$ cat src/rtl/adc_seq.sv
module adc_seq #(
  parameter int CW = 10,
  parameter int DW = 6
) (
  input  logic       clk,
  input  logic       rst_n,
  input  logic       start_i,
  input  logic [1:0] div_sel_i,
  input  logic [1:0] smp_sel_i,
  output logic [1:0] phase_o,
  output logic       sample_en_o,
  output logic       conv_active_o,
  output logic       result_wr_o,
  output logic       adc_tick_o,
  output logic       busy_o,
  output logic       done_o
);
  localparam logic [1:0] PH_SYNC = 2'd0;
  localparam logic [1:0] PH_SMP  = 2'd1;
  localparam logic [1:0] PH_CNV  = 2'd2;
  localparam logic [1:0] PH_WR   = 2'd3;
  localparam logic [CW-1:0] SYNC_LEN = CW'(3);

  logic          busy_q, done_q;
  logic [1:0]    ph_q;
  logic [CW-1:0] cnt_q, len;
  logic [DW-1:0] dv_q, dcnt_q, dv_new;
  logic [4:0]    sm_q, sm_new;
  logic          last, timing;

  always_comb begin
    case (div_sel_i)
      2'd0: dv_new = DW'(32);
      2'd1: dv_new = DW'(20);
      2'd2: dv_new = DW'(16);
      default: dv_new = DW'(12);
    endcase
    case (smp_sel_i)
      2'd0: sm_new = 5'd2;
      2'd1: sm_new = 5'd4;
      2'd2: sm_new = 5'd8;
      default: sm_new = 5'd16;
    endcase
  end

  always_comb begin
    case (ph_q)
      PH_SYNC: len = SYNC_LEN;
      PH_SMP:  len = CW'(sm_q) * CW'(dv_q);
      PH_CNV:  len = (CW'(17) * CW'(dv_q)) >> 1;
      default: len = CW'(1);
    endcase
  end

  assign last   = (cnt_q == len - CW'(1));
  assign timing = busy_q && (ph_q == PH_SMP || ph_q == PH_CNV);

  always_ff @(posedge clk or negedge rst_n) begin
    if (!rst_n) begin
      busy_q <= 1'b0;
      done_q <= 1'b0;
      ph_q   <= PH_SYNC;
      cnt_q  <= '0;
      dv_q   <= DW'(32);
      sm_q   <= 5'd2;
    end else if (!busy_q) begin
      if (start_i) begin
        busy_q <= 1'b1;
        done_q <= 1'b0;
        ph_q   <= PH_SYNC;
        cnt_q  <= '0;
        dv_q   <= dv_new;
        sm_q   <= sm_new;
      end
    end else if (last) begin
      cnt_q <= '0;
      if (ph_q == PH_WR) begin
        busy_q <= 1'b0;
        done_q <= 1'b1;
        ph_q   <= PH_SYNC;
      end else begin
        ph_q <= ph_q + 2'd1;
      end
    end else begin
      cnt_q <= cnt_q + CW'(1);
    end
  end

  always_ff @(posedge clk or negedge rst_n) begin
    if (!rst_n)
      dcnt_q <= '0;
    else if (!timing || dcnt_q == dv_q - DW'(1))
      dcnt_q <= '0;
    else
      dcnt_q <= dcnt_q + DW'(1);
  end

  assign phase_o       = ph_q;
  assign busy_o        = busy_q;
  assign done_o        = done_q;
  assign sample_en_o   = busy_q && ph_q == PH_SMP;
  assign conv_active_o = busy_q && ph_q == PH_CNV;
  assign result_wr_o   = busy_q && ph_q == PH_WR;
  assign adc_tick_o    = timing && dcnt_q == dv_q - DW'(1);
endmodule


$ cat config.mk
export PLATFORM = sky130hd
export DESIGN_NAME = adc_seq
export DESIGN_NICKNAME = d
export VERILOG_FILES = /design/src/rtl/adc_seq.sv
export SDC_FILE = /design/constraint.sdc
export NUM_CORES = 1
export LEC_CHECK = 0
export BUFFER_PORTS_ARGS = -buffer_cell sky130_fd_sc_hd__clkbuf_2
export CAP_MARGIN = 20
export CORE_ASPECT_RATIO = 1.25
export CORE_MARGIN = 2
export CORE_UTILIZATION = 30
export CTS_CLUSTER_DIAMETER = 120
export CTS_CLUSTER_SIZE = 20
export DETAILED_ROUTE_END_ITERATION = 10
export GPL_TIMING_DRIVEN = 0
export PLACE_DENSITY = 0.58
export SETUP_SLACK_MARGIN = 0.02
export SKIP_CTS_REPAIR_TIMING = 1
export SLEW_MARGIN = 20
export SYNTH_ARGS = -nofsm -noshare
export SYNTH_HDL_FRONTEND = slang
export SYNTH_SLANG_ARGS = --single-unit
$ cat constraint.sdc
create_clock -name clk -period 4.9 [get_ports clk]
set_clock_uncertainty 0.15 [all_clocks]
set_input_delay 0.735 -clock clk [delete_from_list [all_inputs] [get_ports clk]]
set_output_delay 0.735 -clock clk [all_outputs]
set_load 0.01 [all_outputs]
# Word level (Yosys, flattened, before mapping)
# Index checks and enable logic that the tools add are counted.
[word_totals]
output_inout_bits = 8
n_memories = 0
rom_bits = 0
elab_cells = 60
latchBits = 0
regBits = 31
mem_bits_rw = 0
[classes]
addsub = 5
shift = 0
n_bitwise = 1
n_mul = 2
n_eq_ne = 11
reduce_logical = 15
div = 0
mux = 19
n_lt_le_gt_ge = 0
[ops]
columns = ["op", "n"]
rows = [
  ["two-way mux 10 bit", 3],
  ["one-hot mux 10 bit (3 select lines)", 1],
  ["one-hot mux 6 bit (3 select lines)", 1],
  ["one-hot mux 5 bit (3 select lines)", 1],
  ["adder 10 x 1 -> 10 bit, second input constant", 1],
  ["== test 10 bit", 1],
  ["multiplier 5 x 6 -> 10 bit", 1],
  ["multiplier 5 x 6 -> 10 bit, first input constant", 1],
  ["subtractor 10 x 1 -> 10 bit, second input constant", 1],
  ["== test 2 bit, second input constant", 4],
  ["two-way mux 1 bit", 8],
  ["two-way mux 2 bit", 4],
  ["adder 6 x 1 -> 6 bit, second input constant", 1],
  ["== test 2 x 1 -> 1 bit, second input constant", 3],
  ["== test 6 bit", 1],
  ["logical NOT 2 bit", 3],
  ["two-way mux 6 bit", 1],
  ["subtractor 6 x 1 -> 6 bit, second input constant", 1],
  ["logical AND 1 bit", 5],
  ["inequality test 2 x 1 -> 1 bit, second input constant", 2],
  ["AND reduction 2 bit", 2],
  ["AND reduction 3 bit", 1],
  ["adder 2 x 1 -> 2 bit, second input constant", 1],
  ["logical OR 1 bit", 2],
  ["3 further kinds", 3],
]

# Longest topological paths before layout
# Gate-level depths: netlist (run 1).
[depth]
word_depth = 6
depth_mapped = 15
depth_no_buf = 14

# Worst setup path before layout (run 1)
# OpenSTA, ideal clock, no wires.
[synth_timing]
kind = "reg2reg"
startpoint = "reg dv_q[4]"
endpoint = "reg cnt_q[1]"
setup_time_ps = 120
stages_incl_launch_ff = 16
synth_period_minus_slack_ps = 4594
slack_ps = 306
required_time_ps = 4630
arrival_ps = 4325
cell_sequence = "dfrtp_1 clkbuf_1 nand2_1 fa_1 inv_1 fa_1 ha_1 ha_1 fa_1 nand2_1 a21oi_1 nor4_4 xnor2_1 or4_4 or3_4 a31o_1"
[synth_via]
elab_chain_len = 6
elab_cells_between_ends = 7
classes_between = "1 x add/sub; 2 x mul; 1 x eq/ne; 3 x mux"
[synth_rtl]
columns = ["element", "line_no", "text"]
rows = [
  ["start, declared", "27", "logic [DW-1:0] dv_q, dcnt_q, dv_new;"],
  ["start signal, assigned", "72", "dv_q <= dv_new;"],
  ["multiplier 5 x 6 -> 10 bit, on equally long branches", "50, 49", ""],
  ["one-hot mux 10 bit (3 select lines) *", "47", "case (ph_q)"],
  ["subtractor 10 x 1 -> 10 bit *", "55", "assign last = (cnt_q == len - CW'(1));"],
  ["== test 10 bit *", "55", ""],
  ["two-way mux 10 bit *", "75", "end else if (last) begin"],
  ["two-way mux 10 bit *", "66", "end else if (!busy_q) begin"],
  ["end signal, assigned", "85", "cnt_q <= cnt_q + CW'(1);"],
  ["end, declared", "26", "logic [CW-1:0] cnt_q, len;"],
]
# Mark *: on every way between the ends. The rest lies on a longest branch, timed or not.
# A chain may end at the register's enable or synchronous reset.

# Final worst setup path (run 1)
[layout_timing]
startpoint = "reg dv_q[2]"
endpoint = "reg cnt_q[5]"
# The elaborated chain is that of the path after synthesis.

==> impl_metrics.tcl, run 1 <==
set metrics [dict create \
    route.met2.wl_um 2310 \
    ys_ff_latch 28 \
    drtAntennaViolNets 0 \
    worst-path-stages 16 \
    syn_area_per_cell_um2 9.36 \
    track_usage_pct 12.7 \
    clkLatencyLatePin_ns 0.28 \
    required_ns 4.93 \
    wl_per_cell_um 13.1 \
    grt-ovfl-total 0 \
    crit_top_cell "fa_1" \
    worstRegToRegCells 16 \
    maxCapViolations 0 \
    routed_via_density 4.88 \
    power_density_nw_per_um2 619 \
    synthArstFlopShare_pct 100 \
    path_class "register to register" \
    relSlewSlack_pct 52.5 \
    min_path_cells 1 \
    start_util_pct 31.2 \
    die_y_um 102 \
    grt_antenna_before_repair 0 \
    cts_made_buffers 3 \
    synth_top_family_by_area "simple AND/OR/NAND/NOR gates" \
    ir_worst_vdd_mv 0.388 \
    synth_nets 283 \
    synth_area_um2 2320 \
    path_cells "buf_4 > nand2_1 > fa_1 > inv_1 > fa_1 > ha_1 > ha_1 > fa_1 > nand2_1 > a21oi_4 > nor4_4 > xnor2_1 > or4_4 > o41ai_4 > buf_4 > nor2_1" \
    ios 15 \
    ys_seq_area_share_pct 30.3 \
    first_iter_violations 48 \
    die_area_um2 8460 \
    wl_met1_um 2190 \
    startpoint_type "register" \
    slew_viol_final 0 \
    synth_mux_area_share_pct 0 \
    cts.reportedPaths.clkPinSlew_ns 0.10 \
    fmax_mhz 215 \
    worstPathArrival_ns 4.69 \
    die_w_um 82.7 \
    grt_pass1_vias 1786 \
    area_delta_synth_final_pct 10.9 \
    clock_sinks 28 \
    crit_slowest_cell "or4_4" \
    crit_fanout 10 \
    drt_wl_total_um 4680 \
    drt_first_pass_iters 4 \
    critPathMaxStageDelay_ns 0.59 \
    tightestPinTransition_ns 0.713 \
    synth_compound_area_share_pct 13.1 \
    highest_layer "met4" \
    syn_inst 248 \
    diodes 0 \
    grt_setup_unrepaired "false" \
    num_rows 35 \
    vias 1748 \
    min_period_over_period_pct 95.0 \
    worst_hold_path_type "register to register" \
    yosys.area_share.simple_pct 22.4 \
    status "completed" \
    synthAdderAreaFrac_pct 16.4 \
    cts_tree "yes" \
    place_congestion 0.734 \
    yosysWarnings 0 \
    setup_tns_ns 0 \
    drcViolationCount 0 \
    period_needed_ns 4.66 \
    synth_xor_area_share_pct 13.6 \
    critPathBufInv 3 \
    finalHoldViolCount 0 \
    drive_gt1_share_pct 15.0 \
    cts_root_buffer "clkbuf_8" \
    whs_ns 0.323 \
    ys.flop_type "dfrtp_1" \
    nNetsFinal 302 \
    met3WireLength_um 83 \
    grt_max_degree 29 \
    port_buffers 14 \
    h-tree-depth 1 \
    synth_cell_type_count 50 \
    coreArea_um2 7440 \
    p_leak_nw 1.22 \
    cp_top_family "adder cells" \
    max-clock-path-buffers 2 \
    endpoint_kind "register" \
    setup_viol 0 \
    grt_pass1_wl_um 8380 \
    synth_edf_count 0 \
    dpl.hpwl_um 3670 \
]
-- power by group --
part	switching (mW)	internal (mW)	total, mW
Sequential	0.112	0.326	0.438
Clock	0.0717	0.0583	0.130
Combinational	0.560	0.465	1.02
-- sequential cells by signal, indices dropped and copies added, names as in the netlist --
signal / count
phase_o: 2
sm_q: 4
cnt_q: 10
dv_q: 4
done_o: 1
busy_o: 1
dcnt_q: 6
-- metrics by stage --
step                std cells  utilization [%]  setup WS [ns]  area [um^2]  total power [mW]
floorplan                 248                -          0.306         2320              1.24
detailed placement        354             33.7        -0.0969         2510              1.46
finish                    358             34.6          0.243         2570              1.59
CTS                       358             34.3         -0.114         2550              1.60
global route              358             34.6         0.0226         2570              1.76
global placement          354             33.7        -0.0851         2510              1.44
-- synthesized netlist by cell type, drive strengths merged (2+ instances only) --
library cell / number / area [um^2]
nand2: 30 / 113
dfrtp: 26 / 651
ha: 24 / 300
nor2: 22 / 82.6
xnor2: 22 / 193
and2: 14 / 87.6
inv: 12 / 45.0
nand3: 9 / 45.0
xor2: 9 / 78.8
a21oi: 8 / 40.0
o21ai: 7 / 35.0
buf: 5 / 33.8
clkbuf: 5 / 18.8
nor3: 5 / 30.0
fa: 4 / 80.1
a22oi: 3 / 36.3
and3: 3 / 18.8
nand3b: 3 / 22.5
o211ai: 3 / 22.5
or2: 3 / 18.8
a21o: 2 / 15.0
a31oi: 2 / 27.5
dfstp: 2 / 52.6
nand2b: 2 / 12.5
nand4: 2 / 12.5
nor3b: 2 / 20.0
o31ai: 2 / 15.0
o32ai: 2 / 25.0
or3: 2 / 17.5
xnor3: 2 / 45.0
-- logic make-up after synthesis --
family | count (synthesis)
adders and majority gates | 28
AOI/OAI and AO/OA | 37
buffers and inverters | 22
DFF | 28
and+or+nand+nor | 100
xor gates and xnor gates | 33
-- cell usage in the layout (no fill, tap or decap), drive strengths merged, types with 3 or more instances in the layout --
| master | n |
|---|---|
| nand2 | 30 |
| dfrtp | 26 |
| ha | 24 |
| xnor2 | 22 |
| nor2 | 22 |
| clkbuf | 22 |
| and2 | 14 |
| inv | 12 |
| xor2 | 9 |
| nand3 | 9 |
| a21oi | 8 |
| o21ai | 7 |
| buf | 6 |
| nor3 | 5 |
| fa | 4 |
| or2 | 3 |
| o211ai | 3 |
| and3 | 3 |
| nand3b | 3 |
| a22oi | 3 |
-- worst reg2reg max path: cells and delay by family, from the launching register on --
family,cells,cell delay (ns)
buf+inv,3,0.42
fa+ha+maj,5,2.03
flops,1,0.33
simple gates,5,0.89
xor+xnor,1,0.14
compound gates,2,0.60
-- final timing paths --
kind | to | startpoint | slack, ns
max | cnt_q[5]$_DFFE_PN0P_ | dv_q[2]$_DFFE_PN0P_ | 0.24
min | dcnt_q[0]$_DFF_PN0_ | dcnt_q[0]$_DFF_PN0_ | 0.32
max reg2reg | cnt_q[5]$_DFFE_PN0P_ | dv_q[2]$_DFFE_PN0P_ | 0.24
min reg2reg | dcnt_q[0]$_DFF_PN0_ | dcnt_q[0]$_DFF_PN0_ | 0.32
max in group asynchronous | dv_q[4]$_DFFE_PN0P_ | rst_n | 3.75
min in group asynchronous | cnt_q[9]$_DFFE_PN0P_ | rst_n | 0.34
-- routing by layer --
layer  track usage (%)  vias up
li1                  -      881
met4              3.91        0
met5                 0        -
met3              1.33        6
met2              22.4       22
met1              16.2      839
-- area by class of cell --
class	instances	area (um^2)
Buffer	9	48.8
Sequential cell	28	704
Clock buffer	4	45.0
Tap cell	92	115
Multi-Input combinational cell	198	1540
Inverter	12	45.0
Timing Repair Buffer	15	77.6
Fill cell	795	4870
Note: power is estimated with default switching activity, not from simulation.
==> inputs of run 2 (changes only) <==
--- a/config.mk
+++ b/config.mk
@@ -10,6 +10,7 @@
 export CORE_ASPECT_RATIO = 1.25
 export CORE_MARGIN = 2
 export CORE_UTILIZATION = 30
+export CTS_BUF_LIST = sky130_fd_sc_hd__clkbuf_16
 export CTS_CLUSTER_DIAMETER = 120
 export CTS_CLUSTER_SIZE = 20
 export DETAILED_ROUTE_END_ITERATION = 10
==> impl_metrics.tcl, run 2 (same netlist as run 1, synthesis figures left out) <==
set metrics [dict create \
    status "completed" \
    grt_pass1_wl_um 8520 \
    final_common_cell "nand2_1" \
    relSlewSlack_pct 52.3 \
    drive_gt1_share_pct 15.0 \
    first_iter_violations 37 \
    cts_tree "yes" \
    r2r_start "dv_q[2]$_DFFE_PN0P_" \
    port_buffers 14 \
    regMostFlops "cnt_q" \
    grt_pass1_vias 1787 \
    maxCapViolations 0 \
    slew_viol_final 0 \
    crit_fanout 10 \
    dpl_worst_slack_ns -0.0969 \
    cts_made_buffers 3 \
    largest_reg_flops 10 \
    multi_input_area_um2 1540 \
    diodes 0 \
    vias 1740 \
    wl_per_cell_um 13.4 \
    min_period_over_period_pct 95.1 \
    grt_max_degree 29 \
    drt_wl_total_um 4780 \
    finalWorstSetupSlack_ns 0.241 \
    worst_hold_path_type "register to register" \
    dpl_cell_area_um2 2510 \
    max-clock-path-buffers 2 \
    cts.reportedPaths.clkPinSlew_ns 0.07 \
    final-seq-area_um2 704 \
    routed_via_density 4.86 \
    track_usage_pct 13.1 \
    die_area_um2 8460 \
    dpl.hpwl_um 3670 \
    h-tree-depth 1 \
    path_class "register to register" \
    die_y_um 102 \
    setup_tns_ns 0 \
    nNetsFinal 302 \
    grt-ovfl-total 0 \
    period_needed_ns 4.66 \
    critPathMaxStageDelay_ns 0.59 \
    grt_setup_unrepaired "false" \
    die_w_um 82.7 \
    num_rows 35 \
    crit_top_cell "fa_1" \
    holdCritStartpoint "dcnt_q[0]$_DFF_PN0_" \
    worstPathArrival_ns 4.67 \
    cts_root_buffer "clkbuf_16" \
    setup_viol 0 \
    ios 15 \
    required_ns 4.91 \
    place_congestion 0.734 \
    whs_ns 0.320 \
    drcViolationCount 0 \
    power_mw 1.66 \
    grt_antenna_before_repair 0 \
    power_density_nw_per_um2 635 \
    top_regs "cnt_q (10), dcnt_q (6)" \
    drtAntennaViolNets 0 \
    start_util_pct 31.2 \
    coreArea_um2 7440 \
    crit_slowest_cell "or4_4" \
    finalHoldViolCount 0 \
    final_cell_mix "nand2_1 (30), dfrtp_1 (25), ha_1 (24)" \
    tightestPinTransition_ns 0.715 \
    p_leak_nw 1.24 \
    clock_sinks 28 \
    endpoint_kind "register" \
    clkLatencyLatePin_ns 0.27 \
    startpoint_type "register" \
    path_cells "buf_4 > nand2_1 > fa_1 > inv_1 > fa_1 > ha_1 > ha_1 > fa_1 > nand2_1 > a21oi_4 > nor4_4 > xnor2_1 > or4_4 > o41ai_4 > buf_4 > nor2_1" \
    fmax_mhz 215 \
    final_area_um2 2610 \
    startpoint "dv_q[2]$_DFFE_PN0P_" \
    area_delta_synth_final_pct 12.3 \
    drt_first_pass_iters 4 \
    ir_worst_vdd_mv 0.392 \
    num-fill-cells 791 \
]
-- run 2: cell types whose count changed in the layout (fill, tap and decap cells not counted), sizes merged --
cell	change
clkbuf	-1
inv	+1
-- run 2: per-stage QoR --
step / util, % / cells
final: 35.0 / 358
after global routing: 35.0 / 358
after CTS: 34.7 / 358
after detailed placement: 33.7 / 354
after global placement: 33.7 / 354
after floorplan: - / 248
-- run 2: path summary, 6_finish.rpt --
| check | end | slack (ns) | depth (start not counted) |
|---|---|---|---|
| max | cnt_q[5]$_DFFE_PN0P_ | 0.24 | 16 |
| min | dcnt_q[0]$_DFF_PN0_ | 0.32 | 1 |
| min reg2reg | dcnt_q[0]$_DFF_PN0_ | 0.32 | 1 |
| max reg2reg | cnt_q[5]$_DFFE_PN0P_ | 0.24 | 16 |
| min in group asynchronous | cnt_q[9]$_DFFE_PN0P_ | 0.36 | 1 |
| max in group asynchronous | dv_q[4]$_DFFE_PN0P_ | 3.72 | 1 |
-- run 2: metal layers --
layer / vias up / part of all wire, % / GRT usage (%)
met5: - / 0 / 0
met4: 0 / 1.2 / 4.16
met3: 4 / 1.4 / 1.33
met2: 17 / 51 / 23.4
met1: 836 / 46 / 16.3
li1: 883 / - / -
-- run 2: critical path, delay by kind of cell, from the launching register on --
| family | cells | cell delay [ns] |
|---|---|---|
| AND/OR/NAND/NOR | 5 | 0.89 |
| adder cells (fa/ha/maj) | 5 | 2.03 |
| buffers and inverters | 3 | 0.42 |
| AO/OA/AOI/OAI | 2 | 0.60 |
| flip-flops | 1 | 0.32 |
| XOR/XNOR | 1 | 0.14 |
-- run 2: cell type report --
cell class	count	area share, %
multi-input combinational	198	59.0
clock inverter	1	0.144
sequential	28	27.0
timing repair buffer	15	2.98
clock buffer	3	2.88
tap	92	4.41
inverter	12	1.73
buffer	9	1.87
-- run 2: where the power goes --
part / internal [mW] / total, mW / switching [mW]
registers: 0.327 / 0.438 / 0.111
logic: 0.466 / 1.03 / 0.566
clock network: 0.109 / 0.187 / 0.0772
==> inputs of run 3 (changes only) <==
--- a/config.mk
+++ b/config.mk
@@ -5,9 +5,10 @@
 export SDC_FILE = /design/constraint.sdc
 export NUM_CORES = 1
 export LEC_CHECK = 0
+export ABC_AREA = 1
 export BUFFER_PORTS_ARGS = -buffer_cell sky130_fd_sc_hd__clkbuf_2
 export CAP_MARGIN = 20
-export CORE_ASPECT_RATIO = 1.25
+export CORE_ASPECT_RATIO = 0.8
 export CORE_MARGIN = 2
 export CORE_UTILIZATION = 30
 export CTS_BUF_LIST = sky130_fd_sc_hd__clkbuf_16
@@ -15,7 +16,7 @@
 export CTS_CLUSTER_SIZE = 20
 export DETAILED_ROUTE_END_ITERATION = 10
 export GPL_TIMING_DRIVEN = 0
-export PLACE_DENSITY = 0.58
+export PLACE_DENSITY = 0.55
 export SETUP_SLACK_MARGIN = 0.02
 export SKIP_CTS_REPAIR_TIMING = 1
 export SLEW_MARGIN = 20
==> impl_metrics.tcl, run 3 <==
set metrics [dict create \
    place_congestion 0.974 \
    worstPathArrival_ns 4.17 \
    drcViolationCount 0 \
    ys.flop_type "dfrtp_1" \
    cts_made_buffers 3 \
    ios 15 \
    pwr-share-seq_pct 23.7 \
    coreArea_um2 8600 \
    die_y_um 88.8 \
    setup_tns_ns 0 \
    power_density_nw_per_um2 544 \
    critPathMaxStageDelay_ns 0.54 \
    drt_wl_total_um 5990 \
    final_cell_mix "nand2_1 (143), inv_1 (59), nand3_1 (38)" \
    die_area_um2 9760 \
    p_comb_share_pct 60.8 \
    routed_via_density 4.57 \
    synth_cell_type_count 31 \
    tightestPinTransition_ns 0.740 \
    yosysMostFrequentCell "nand2_1" \
    min_period_over_period_pct 84.8 \
    period_needed_ns 4.15 \
    crit_top_cell "nand2_1" \
    cp_top_family "adder cells" \
    setup_viol 0 \
    grt_antenna_before_repair 0 \
    first_iter_violations 168 \
    grt_setup_unrepaired "false" \
    slew_viol_final 0 \
    synthArstFlopShare_pct 100 \
    synth_edf_count 0 \
    syn_inst 401 \
    status "completed" \
    clkLatencyLatePin_ns 0.27 \
    cts_tree "yes" \
    fmax_mhz 241 \
    wl_per_cell_um 11.3 \
    largest_reg_flops 10 \
    grt_pass1_wl_um 10500 \
    grt-ovfl-total 0 \
    yosysWarnings 0 \
    path_class "register to register" \
    ys_ff_latch 28 \
    worst_hold_path_type "register to register" \
    intPower_mw 0.838 \
    p_leak_nw 1.72 \
    grt_pass1_vias 2294 \
    maxCapViolations 0 \
    relSlewSlack_pct 50.7 \
    drive_gt1_share_pct 11.2 \
    final_common_cell "nand2_1" \
    ys_seq_area_share_pct 26.1 \
    crit_fanout 10 \
    yosysTopAreaCellShare_pct 24.1 \
    regMostFlops "cnt_q" \
    clkPwrFrac_pct 15.5 \
    vias 2429 \
    nNetsFinal 455 \
    cts_root_buffer "clkbuf_16" \
    num-fill-cells 892 \
    start_util_pct 31.4 \
    h-tree-depth 1 \
    synth_area_leader_cell "dfrtp_1" \
    num_rows 30 \
    ys_top_cells_by_count "nand2_1 (143), inv_1 (59), nand3_1 (38)" \
    ir_worst_vdd_mv 0.349 \
    cts.reportedPaths.clkPinSlew_ns 0.08 \
    endpoint_kind "register" \
    track_usage_pct 13.6 \
    area_delta_synth_final_pct 11.7 \
    switching_share_pct 48.8 \
    dpl.hpwl_um 4790 \
    critPathBufInv 5 \
    max-clock-path-buffers 2 \
    crit_slowest_cell "fa_1" \
    final-seq-area_um2 703 \
    synth_area_um2 2700 \
    startpoint_type "register" \
    top_regs "cnt_q (10), dcnt_q (6)" \
    required_ns 4.92 \
    synth_nets 436 \
    die_w_um 110 \
    netlist_top_cells_area "dfrtp_1 (24%), nand2_1 (20%), ha_1 (11%), inv_1 (8.2%), nand3_1 (7.1%)" \
    drt_first_pass_iters 4 \
    port_buffers 14 \
    grt_max_degree 29 \
    path_cells "buf_2 > nand2_1 > fa_1 > inv_1 > fa_1 > ha_1 > ha_1 > fa_1 > nand2_1 > nand2_1 > inv_1 > nand4_1 > nand2_1 > inv_1 > nor2_1 > nor2_1 > nand3_1 > nor2_2 > nand2_1 > nand2_1 > inv_1" \
    power_mw 1.64 \
    clock_sinks 28 \
    p_switching_mw 0.800 \
    multi_input_area_um2 1700 \
    syn_area_per_cell_um2 6.72 \
    finalHoldViolCount 0 \
    diodes 0 \
    drtAntennaViolNets 0 \
]
## run 3: changes by cell type in the layout (fill, tap and decap cells not counted), sizes merged, moves of 5 or more
cell,before,now
nand3,9,42
a21oi,8,3
nand2,30,149
nand3b,3,10
and2,14,0
xnor2,22,4
inv,13,61
nor2,22,29
## run 3: path summary, 6_finish.rpt
kind	start	endpoint	slack (ns)	cells after the start
max in group asynchronous	rst_n	sm_q[3]$_DFFE_PN0P_	3.76	1
min in group asynchronous	rst_n	cnt_q[7]$_DFFE_PN0P_	0.36	1
worst min register to register	dcnt_q[0]$_DFF_PN0_	dcnt_q[0]$_DFF_PN0_	0.31	1
worst max-delay path	dv_q[2]$_DFFE_PN0P_	busy_o$_DFF_PN0_	0.75	21
worst max register to register	dv_q[2]$_DFFE_PN0P_	busy_o$_DFF_PN0_	0.75	21
worst min-delay path	dcnt_q[0]$_DFF_PN0_	dcnt_q[0]$_DFF_PN0_	0.31	1
## run 3: power groups by stage
stage | clock (mW) | sequential, mW | combinational [mW]
floorplan | 0 | 0.378 | 0.792
global placement | 0 | 0.392 | 0.985
detailed placement | 0 | 0.394 | 0.997
CTS | 0.261 | 0.389 | 1.00
global route | 0.268 | 0.401 | 1.16
finish | 0.254 | 0.388 | 0.996
## run 3: layout make-up
cell class,instances,share of cell area (%)
Inverter,61,7.61
Sequential cell,28,23.4
Timing Repair Buffer,14,2.33
Multi-Input combinational cell,301,56.6
Tap cell,112,4.66
Clock buffer,3,2.49
Clock inverter,1,0.998
Buffer,11,1.95
## run 3: through the flow
stage                     hold slack [ns]  cell area (um^2)  std cells  worst slack, ns  utilization (%)
after global placement              0.307              2910        527            0.764             33.8
after global routing                0.347              3010        531            0.441             35.0
final                               0.314              3010        531            0.747             35.0
after CTS                           0.321              3010        531            0.723             35.0
after floorplan                     0.283              2700        401             1.14                -
after detailed placement            0.309              2910        527            0.739             33.8
## run 3: kinds of logic after synthesis
group                    Yosys count  share of synthesized area, %
buffers and inverters             72                          10.7
AND/OR/NAND/NOR                  243                          41.0
flip-flops                        28                          26.1
XOR/XNOR                          14                          4.55
AO/OA/AOI/OAI                     16                          3.58
adder cells (fa/ha/maj)           28                          14.1
## run 3: metal layers
| metal | up-vias | share of wire (%) | GRT usage (%) |
|---|---|---|---|
| met1 | 1094 | 54 | 19.8 |
| met4 | 0 | 0.74 | 2.76 |
| met5 | - | 0 | 0 |
| met3 | 4 | 4.1 | 2.06 |
| met2 | 43 | 41 | 21.4 |
| li1 | 1288 | - | - |
